<file path="src/rtl/nibsel_pkg.sv">
`timescale 1ns/1ps
package nibsel_pkg;
  localparam int WORD_W = 16;
  localparam int BYTE_W = 8;
  localparam int NIB_W  = 4;

  typedef struct packed {
    logic [NIB_W-1:0] by;
    logic [NIB_W-1:0] bx;
    logic [1:0]       rsv;
    logic             dst_pg;
    logic             src_pg;
    logic             par;
    logic             cry;
    logic             neg;
    logic             zro;
  } status_t;

  typedef enum logic [2:0] {
    SEL_X  = 3'd0,
    SEL_Y  = 3'd1,
    SEL_Z  = 3'd2,
    SEL_N  = 3'd3,
    SEL_C  = 3'd4,
    SEL_P  = 3'd5,
    SEL_R6 = 3'd6,
    SEL_R7 = 3'd7
  } opsel_e;

  typedef enum logic [1:0] {
    WR_FULL = 2'd0,
    WR_GEN  = 2'd1,
    WR_BX   = 2'd2,
    WR_BY   = 2'd3
  } wrkind_e;
endpackage

</file>
<file path="src/rtl/nibsel_rst_sync.sv">
`timescale 1ns/1ps
module nibsel_rst_sync #(
  parameter int STAGES = 2
) (
  input  logic clk,
  input  logic rst_n,
  output logic rst_ln
);
  logic [STAGES-1:0] sync_q;

  always_ff @(posedge clk or negedge rst_n) begin
    if (!rst_n) sync_q <= '0;
    else        sync_q <= {sync_q[STAGES-2:0], 1'b1};
  end

  assign rst_ln = sync_q[STAGES-1];
endmodule

</file>
<file path="src/rtl/nibsel_status_next.sv">
`timescale 1ns/1ps
module nibsel_status_next
  import nibsel_pkg::*;
(
  input  status_t            cur,
  input  logic               alu_en,
  input  logic [WORD_W-1:0]  alu_res,
  input  logic               alu_cry,
  input  logic               wr_en,
  input  wrkind_e            wr_kind,
  input  logic [WORD_W-1:0]  wr_data,
  input  logic               step_inc,
  input  logic               step_dec,
  output status_t            nxt,
  output logic               load
);
  status_t           wr_word;
  logic              step_one;
  logic [BYTE_W-1:0] gen_cur;
  logic [BYTE_W-1:0] gen_step;

  assign wr_word  = status_t'(wr_data);
  assign step_one = step_inc ^ step_dec;
  assign gen_cur  = {cur.by, cur.bx};
  assign gen_step = step_inc ? gen_cur + BYTE_W'(1) : gen_cur - BYTE_W'(1);
  assign load     = alu_en | wr_en | step_one;

  always_comb begin
    nxt = cur;
    if (alu_en) begin
      nxt.zro = (alu_res == '0);
      nxt.neg = alu_res[WORD_W-1];
      nxt.cry = alu_cry;
      nxt.par = alu_res[0];
    end
    if (wr_en) begin
      unique case (wr_kind)
        WR_FULL: nxt = wr_word;
        WR_GEN:  begin nxt.by = wr_word.by; nxt.bx = wr_word.bx; end
        WR_BX:   nxt.bx = wr_word.bx;
        WR_BY:   nxt.by = wr_word.by;
        default: nxt = cur;
      endcase
    end else if (step_one) begin
      {nxt.by, nxt.bx} = gen_step;
    end
  end
endmodule

</file>
<file path="src/rtl/nibsel_regfile.sv">
`timescale 1ns/1ps
module nibsel_regfile #(
  parameter int REG_W    = 16,
  parameter int IDX_W    = 4,
  localparam int NUM_REGS = 1 << IDX_W
) (
  input  logic             clk,
  input  logic             rst_ln,
  input  logic             we,
  input  logic [IDX_W-1:0] waddr,
  input  logic [REG_W-1:0] wdata,
  input  logic [IDX_W-1:0] rd_idx,
  output logic [REG_W-1:0] rd_data
);
  logic [REG_W-1:0] regs_q [NUM_REGS];

  for (genvar i = 0; i < NUM_REGS; i++) begin : g_reg
    logic             wen;
    logic [REG_W-1:0] q;

    assign wen = we && (waddr == IDX_W'(i));

    always_ff @(posedge clk or negedge rst_ln) begin
      if (!rst_ln)  q <= '0;
      else if (wen) q <= wdata;
    end

    assign regs_q[i] = q;
  end

  assign rd_data = regs_q[rd_idx];
endmodule

</file>
<file path="src/rtl/nibsel_opsel.sv">
`timescale 1ns/1ps
module nibsel_opsel
  import nibsel_pkg::*;
(
  input  status_t          st,
  input  opsel_e           op,
  output logic [NIB_W-1:0] idx
);
  logic use_x;

  always_comb begin
    unique case (op)
      SEL_X:   use_x = 1'b1;
      SEL_Y:   use_x = 1'b0;
      SEL_Z:   use_x = st.zro;
      SEL_N:   use_x = st.neg;
      SEL_C:   use_x = st.cry;
      SEL_P:   use_x = st.par;
      default: use_x = 1'b1;
    endcase
  end

  assign idx = use_x ? st.bx : st.by;
endmodule

</file>
<file path="src/rtl/nibsel_status_unit.sv">
`timescale 1ns/1ps
module nibsel_status_unit
  import nibsel_pkg::*;
#(
  parameter int REG_W = 16,
  localparam int IDX_W = NIB_W
) (
  input  logic              clk,
  input  logic              rst_n,
  input  logic              alu_en,
  input  logic [WORD_W-1:0] alu_res,
  input  logic              alu_cry,
  input  logic              wr_en,
  input  logic [1:0]        wr_kind,
  input  logic [WORD_W-1:0] wr_data,
  input  logic              step_inc,
  input  logic              step_dec,
  input  logic              rf_we,
  input  logic [IDX_W-1:0]  rf_waddr,
  input  logic [REG_W-1:0]  rf_wdata,
  input  logic [2:0]        op_sel,
  output logic [IDX_W-1:0]  sel_num,
  output logic [REG_W-1:0]  sel_val,
  output logic [WORD_W-1:0] status_o,
  output logic [BYTE_W-1:0] stack_ofs,
  output logic              src_page,
  output logic              dst_page
);
  logic    rst_ln;
  status_t stat_q;
  status_t stat_d;
  logic    stat_ld;

  nibsel_rst_sync #(.STAGES(2)) u_rst (
    .clk    (clk),
    .rst_n  (rst_n),
    .rst_ln (rst_ln)
  );

  nibsel_status_next u_next (
    .cur      (stat_q),
    .alu_en   (alu_en),
    .alu_res  (alu_res),
    .alu_cry  (alu_cry),
    .wr_en    (wr_en),
    .wr_kind  (wrkind_e'(wr_kind)),
    .wr_data  (wr_data),
    .step_inc (step_inc),
    .step_dec (step_dec),
    .nxt      (stat_d),
    .load     (stat_ld)
  );

  always_ff @(posedge clk or negedge rst_ln) begin
    if (!rst_ln)      stat_q <= '0;
    else if (stat_ld) stat_q <= stat_d;
  end

  nibsel_opsel u_opsel (
    .st  (stat_q),
    .op  (opsel_e'(op_sel)),
    .idx (sel_num)
  );

  nibsel_regfile #(.REG_W(REG_W), .IDX_W(IDX_W)) u_rf (
    .clk     (clk),
    .rst_ln  (rst_ln),
    .we      (rf_we),
    .waddr   (rf_waddr),
    .wdata   (rf_wdata),
    .rd_idx  (sel_num),
    .rd_data (sel_val)
  );

  assign status_o  = stat_q;
  assign stack_ofs = {stat_q.by, stat_q.bx};
  assign src_page  = stat_q.src_pg;
  assign dst_page  = stat_q.dst_pg;
endmodule

</file>
<file path="config.mk">
export PLATFORM = sky130hd
export DESIGN_NAME = nibsel_status_unit
export DESIGN_NICKNAME = d
export VERILOG_FILES = /design/src/rtl/nibsel_pkg.sv /design/src/rtl/nibsel_rst_sync.sv /design/src/rtl/nibsel_status_next.sv /design/src/rtl/nibsel_regfile.sv /design/src/rtl/nibsel_opsel.sv /design/src/rtl/nibsel_status_unit.sv
export SDC_FILE = /design/constraint.sdc
export NUM_CORES = 1
export LEC_CHECK = 0
export BUFFER_PORTS_ARGS = -buffer_cell sky130_fd_sc_hd__buf_2
export CAP_MARGIN = 20
export CORE_UTILIZATION = 45
export DETAILED_ROUTE_END_ITERATION = 8
export GPL_ROUTABILITY_DRIVEN = 1
export PLACE_DENSITY = 0.63
export SLEW_MARGIN = 5
export SYNTH_ARGS = -nofsm -noshare
export SYNTH_HDL_FRONTEND = slang
export SYNTH_SLANG_ARGS = --single-unit
export TNS_END_PERCENT = 1
</file>
<file path="constraint.sdc">
create_clock -name clk -period 8.1 [get_ports clk]
set_clock_uncertainty 0.15 [all_clocks]
set_input_delay 1.215 -clock clk [delete_from_list [all_inputs] [get_ports clk]]
set_output_delay 1.215 -clock clk [all_outputs]
set_load 0.005 [all_outputs]
</file>
==> flow_summary_export.csv, run 1 <==
group,metric,value,unit
status,outcome,"finished clean",
floorplanning,dieArea,30000,sq um
floorplanning,std_cell_rows,62,
clock_network,cts_buffer_depth,3,
timing,tns,0,ns
clock_network,cts_setup_buffers,0,
placement,place_congestion,0.738,
setup_path,cp.arrival,4.19,ns
synthesis,synth_commonest_cells,"mux2_2 (337), dfrtp_1 (274), a22oi_1 (64)",
layout,antenna_cells,0,
layout,drive_above_1_share,49.8,%
global_routing,grt_util_all_layers,21.6,%
run,cap_violations,0,
setup_path,worstSetupPathType,"input pin to output pin",
global_routing,antenna_found_initial,0,
detailed_routing,ant_nets,0,
floorplanning,chipHeight,173,um
global_routing,grt_max_degree,81,
synthesis,async_flop_share,100,%
synthesis,ys_types,44,
timing,setup_viol,0,
synthesis,synth.top_cells.by_area,"dfrtp_1 (52%), mux2_2 (29%), mux2_1 (4.4%), a22oi_1 (3.6%), clkbuf_1 (1.4%)",
synthesis,yosysTopAreaCell,"dfrtp_1",
synthesis,ys_ff_latch,274,
synthesis,synth_seq_area_share,51.9,%
synthesis,yosys_most_used_dff,"dfrtp_1",
layout,final_cell_area,15200,sq um
clock_network,cts_tree,"done",
layout,syn_to_final_growth,15.0,%
power,vdd_ir_drop_max,0.163,mV
clock_network,clkTransAtPathRegs,0.06,ns
power,p_per_area,308,nW/um^2
global_routing,grt_pass1_wl,50600,um
timing,period_share,68.5,%
clock_network,clock-root-buffer,"clkbuf_16",
placement,postPlaceCellArea,14100,sq um
synthesis,synth_most_common_cell,"mux2_2",
floorplanning,die_x,173,um
clock_network,clkSinkCount,274,
detailed_routing,drt_iter0_drc,466,
timing,layout_min_cycle_time,5.55,ns
placement,hpwl,18800,um
timing,hold_violations,0,
synthesis,synthCells,979,
synthesis,yosys_warnings,0,
setup_path,r2r-end,"stack_ofs[6]$_DFFE_PN0P_",
synthesis,synth_enable_flop_cells,0,
detailed_routing,via_per_inst,5.64,
timing,max_freq,0.180,GHz
synthesis,synth_nets,1051,
synthesis,synth-simple-area-share,4.01,%
detailed_routing,routedWlPerCell,21.7,um
floorplanning,io_pins,111,
detailed_routing,routed_wl,32000,um
timing,holdWs,0.192,ns
timing,setup_ws,2.55,ns
detailed_routing,route.detailed.drc,0,
layout,nNetsFinal,1143,
clock_network,htreeDepth,1,
setup_path,cp-start-kind,"input pin",
global_routing,grt_pass1_vias,8596,
synthesis,avgSynthCellArea,13.5,sq um
detailed_routing,vias,8319,
floorplanning,coreArea,28800,sq um
timing,slew_viol_final,0,
detailed_routing,firstDrtPassIters,4,
synthesis,synth_compound_area_share,6.01,%
clock_network,clk_latency,0.55,ns
power,power.leakage,0.00668,uW
timing,worst_pin_slew,1.13,ns
synthesis,synth_top_family_by_area,"multiplexers",
synthesis,synth_area,13200,sq um
power,p_total,4680,uW
floorplanning,initial_core_util,45.9,%
setup_path,ff2ff_path_depth,7,
setup_path,r2r_start,"stack_ofs[0]$_DFFE_PN0P_",
hold_path,hold_path.class,"flop to async pin",
placement,place_ws,2.58,ns
clock_network,cts_resized,0,
setup_path,path_max_fanout,37,
layout,n_fill_cell,2479,
setup_path,worstPathRequired,6.73,ns
synthesis,muxShareOfSynthArea,33.7,%
timing,relSlewSlack,24.4,%
timing,rsz0062_at_grt,"no",
clock_network,numCtsBuffers,30,
synthesis,synth_top_area_share,51.9,%
setup_path,cp-end-kind,"output pin",
clock_network,ctsHoldBuffers,0,
placement,io_buffer_count,110,
global_routing,grt.overflow.total,0,
synthesis,synth-adder-area-share,0.720,%
setup_path,reg2reg_slack,5.66,ns
synthesis,synthXorXnorAreaFrac,0.332,%
report_power, final:
part	internal (uW)	switching [uW]
Combinational	756	670
Sequential	1690	202
Clock	814	552
area by class of cell:
class	instances	area (sq um)	share of cell area, %
clock buffer	45	888	5.85
sequential	274	6860	45.2
timing repair buffer	141	823	5.42
tap	384	480	3.17
clock inverter	7	91.3	0.602
multi-input combinational	617	6010	39.6
inverter	7	26.3	0.173
flip-flops by register name, indices dropped and copies added (netlist names):
name and count:
stack_ofs 8, dst_page 1, u_rst.sync_q 2, status_o 6
u_rf.g.q 256, src_page 1
layout by cell type, fill, tap and decap left out, drive strengths merged, types with 2 or more instances in the layout:
master,netlist,final
a21o,2,2
a21oi,9,9
a22oi,64,64
buf,32,141
bufinv,0,2
clkbuf,49,45
clkinv,0,3
dfrtp,274,274
ha,6,6
inv,7,8
mux2,389,389
mux2i,7,7
nand2,26,26
nand2b,5,5
nand3,6,6
nand3b,3,3
nand4,19,19
nand4b,4,4
nor2,24,24
nor3,2,2
nor3b,5,5
nor4,4,4
o211ai,2,2
o21ai,14,14
o21bai,2,2
o31ai,3,3
o41ai,3,3
or3,3,3
xnor2,4,4
worst max path at each step:
stage	startpoint	endpoint	slack, ns	depth (start not counted)
3_3_place_gp	op_sel[1]	sel_val[13]	2.65	9
2_1_floorplan	u_rst.sync_q[1]$_DFF_PN0_	dst_page$_DFFE_PN0P_	3.46	0
4_1_cts	op_sel[2]	sel_val[13]	2.56	9
5_1_grt	op_sel[1]	sel_val[13]	2.36	9
3_5_place_dp	op_sel[1]	sel_val[13]	2.58	9
6_report	op_sel[2]	sel_val[13]	2.55	9
cell families (layout without fill, tap and decap cells):
kind of cell | Yosys count | after routing
compound gates | 105 | 105
other cells | 1 | 1
buf+inv | 88 | 200
mux | 396 | 396
xor+xnor | 5 | 5
flops | 274 | 274
fa+ha+maj | 7 | 7
simple gates | 103 | 103
worst max-delay path, stage by stage:
cell,delay (ns)
buf_2,0.12
nor3b_1,0.33
o32a_2,0.44
mux2i_4,0.56
buf_4,0.53
mux2_1,0.38
a22oi_1,0.22
nand4_1,0.18
buf_2,0.17
per-stage QoR:
stage,util [%],instances
3_3_place_gp,49.1,1421
2_1_floorplan,-,979
6_report,52.7,1475
4_1_cts,52.6,1473
5_1_grt,52.7,1475
3_5_place_dp,49.1,1421
layer usage:
metal / GRT usage (%) / vias up / part of all wire [%]
li1: - / 3778 / -
met1: 30.3 / 4315 / 45
met2: 35.9 / 176 / 48
met3: 2.35 / 50 / 4.5
met4: 4.94 / 0 / 1.9
met5: 0 / - / 0
Note: power is estimated with default switching activity, not from simulation.
==> run 2, diff against run 1 <==
==> constraint.sdc (replaced) <==
create_clock -name clk -period 4.85 [get_ports clk]
set_clock_uncertainty 0.15 [all_clocks]
set_input_delay 0.7275 -clock clk [delete_from_list [all_inputs] [get_ports clk]]
set_output_delay 0.7275 -clock clk [all_outputs]
set_load 0.005 [all_outputs]
==> flow_summary_export.csv, run 2 (synthesized netlist as in run 1, its figures left out) <==
group,metric,value,unit
timing,relSlewSlack,39.0,%
setup_path,ff2ff_path_depth,7,
clock_network,cts_setup_buffers,0,
layout,layout_commonest_cell,"mux2_2",
timing,slew_viol_final,0,
clock_network,clk_latency,0.55,ns
power,p_per_area,519,nW/um^2
hold_path,hold_path.class,"flop to flop",
setup_path,path_max_fanout,47,
clock_network,clkTransAtPathRegs,0.06,ns
setup_path,cp-end-kind,"output pin",
status,outcome,"finished clean",
clock_network,numCtsBuffers,30,
detailed_routing,via_per_inst,5.65,
setup_path,reg2reg_slack,2.37,ns
detailed_routing,vias,8381,
setup_path,cp_cell_sequence,"nor3b_1, o32a_2, mux2i_4, buf_4, buf_12, mux2_1, a22oi_1, nand4_1, buf_2",
layout,nNetsFinal,1149,
detailed_routing,routed_wl,32300,um
placement,hpwl,19300,um
detailed_routing,firstDrtPassIters,5,
global_routing,grt.overflow.total,0,
setup_path,cp.arrival,3.44,ns
placement,io_buffer_count,110,
layout,largest_reg_flops,256,
clock_network,clkSinkCount,274,
setup_path,r2r_start,"stack_ofs[0]$_DFFE_PN0P_",
run,cap_violations,0,
floorplanning,initial_core_util,45.9,%
floorplanning,io_pins,111,
layout,antenna_cells,0,
floorplanning,dieArea,30000,sq um
detailed_routing,route.detailed.drc,0,
timing,layout_min_cycle_time,4.32,ns
layout,drive_above_1_share,50.2,%
detailed_routing,routedWlPerCell,21.8,um
setup_path,crit_slowest_cell,"o32a_2",
setup_path,slowest_delay,0.46,ns
clock_network,htreeDepth,1,
global_routing,grt_max_degree,111,
power,vdd_ir_drop_max,0.315,mV
setup_path,worstPathRequired,3.97,ns
placement,place_congestion,0.729,
timing,setup_viol,0,
hold_path,worstHoldStart,"u_rst.sync_q[0]$_DFF_PN0_",
timing,worst_pin_slew,0.915,ns
layout,top_register,"u_rf.g.q",
global_routing,grt_util_all_layers,21.9,%
placement,place_ws,0.655,ns
hold_path,hold_end,"u_rst.sync_q[1]$_DFF_PN0_",
clock_network,cts_buffer_depth,3,
timing,rsz0062_at_grt,"no",
detailed_routing,ant_nets,0,
timing,max_freq,0.232,GHz
setup_path,r2r-end,"stack_ofs[6]$_DFFE_PN0P_",
setup_path,cp-start-kind,"flop",
global_routing,grt_pass1_vias,8703,
detailed_routing,drt_iter0_drc,411,
layout,layout_common_cells,"mux2_2 (337), dfrtp_1 (273), buf_2 (110)",
timing,hold_violations,0,
layout,syn_to_final_growth,16.0,%
hold_path,whs_path_depth,0,
setup_path,worstSetupPathType,"flop to output pin",
floorplanning,die_x,173,um
timing,tns,0,ns
timing,period_share,89.0,%
floorplanning,coreArea,28800,sq um
floorplanning,chipHeight,173,um
global_routing,antenna_found_initial,0,
power,power.leakage,0.00676,uW
timing,setup_ws,0.532,ns
clock_network,cts_tree,"done",
clock_network,cts_resized,0,
clock_network,clock-root-buffer,"clkbuf_16",
layout,n_fill_cell,2454,
floorplanning,std_cell_rows,62,
global_routing,grt_pass1_wl,51100,um
-- run 2: through the flow --
| stage | hold slack, ns | total power, uW | cell area [sq um] | std cells | util, % |
|---|---|---|---|---|---|
| after floorplan | 0.181 | 4880 | 13200 | 979 | - |
| after global placement | 0.186 | 5590 | 14200 | 1427 | 49.5 |
| after detailed placement | 0.194 | 5650 | 14200 | 1427 | 49.5 |
| after CTS | 0.207 | 8010 | 15300 | 1482 | 53.1 |
| after global routing | 0.226 | 8380 | 15300 | 1483 | 53.2 |
| final | 0.208 | 7950 | 15300 | 1483 | 53.2 |
-- run 2: worst max-delay path: cells and delay by family, from the launching register on --
kind	cells	cell delay, ns
buffers and inverters	3	0.65
multiplexers	2	0.63
AND/OR/NAND/NOR	2	0.47
flip-flops	1	0.41
AO/OA/AOI/OAI	2	0.70
-- run 2: area by class of cell --
cell class	instances	area (sq um)	share of cell area (%)
Sequential cell	274	6860	44.8
Multi-Input combinational cell	617	6010	39.3
Timing Repair Buffer	147	901	5.88
Clock buffer	44	895	5.84
Tap cell	384	480	3.14
Clock inverter	10	135	0.882
Inverter	7	26.3	0.172
-- run 2: worst max path at each step --
stage	from	to	slack (ns)	depth (start not counted)
after global routing	status_o[2]$_DFFE_PN0N_	sel_val[9]	0.35	9
after floorplan	u_rst.sync_q[1]$_DFF_PN0_	dst_page$_DFFE_PN0P_	0.21	0
after global placement	op_sel[1]	sel_val[12]	0.71	10
after CTS	status_o[2]$_DFFE_PN0N_	sel_val[12]	0.52	9
final	status_o[2]$_DFFE_PN0N_	sel_val[1]	0.53	9
after detailed placement	op_sel[2]	sel_val[12]	0.65	10
-- run 2: what timing repair did --
| action | CTS | global route |
|---|---|---|
| hold endpoints to repair | 2 | 0 |
| hold buffers | 1 | 0 |
| endpoints found under the setup margin | 0 | 0 |
-- run 2: per-layer routing --
metal | vias to the layer above | global-route usage [%] | share of wire [%]
met5 | - | 0 | 0
met3 | 39 | 2.54 | 3.8
li1 | 3789 | - | -
met4 | 0 | 4.39 | 1.6
met1 | 4376 | 31.1 | 47
met2 | 177 | 36.0 | 48
-- run 2: report_power, final --
part	internal, uW	total, uW	switching [uW]
Clock	1430	2350	921
Sequential	2820	3160	342
Combinational	1310	2430	1120
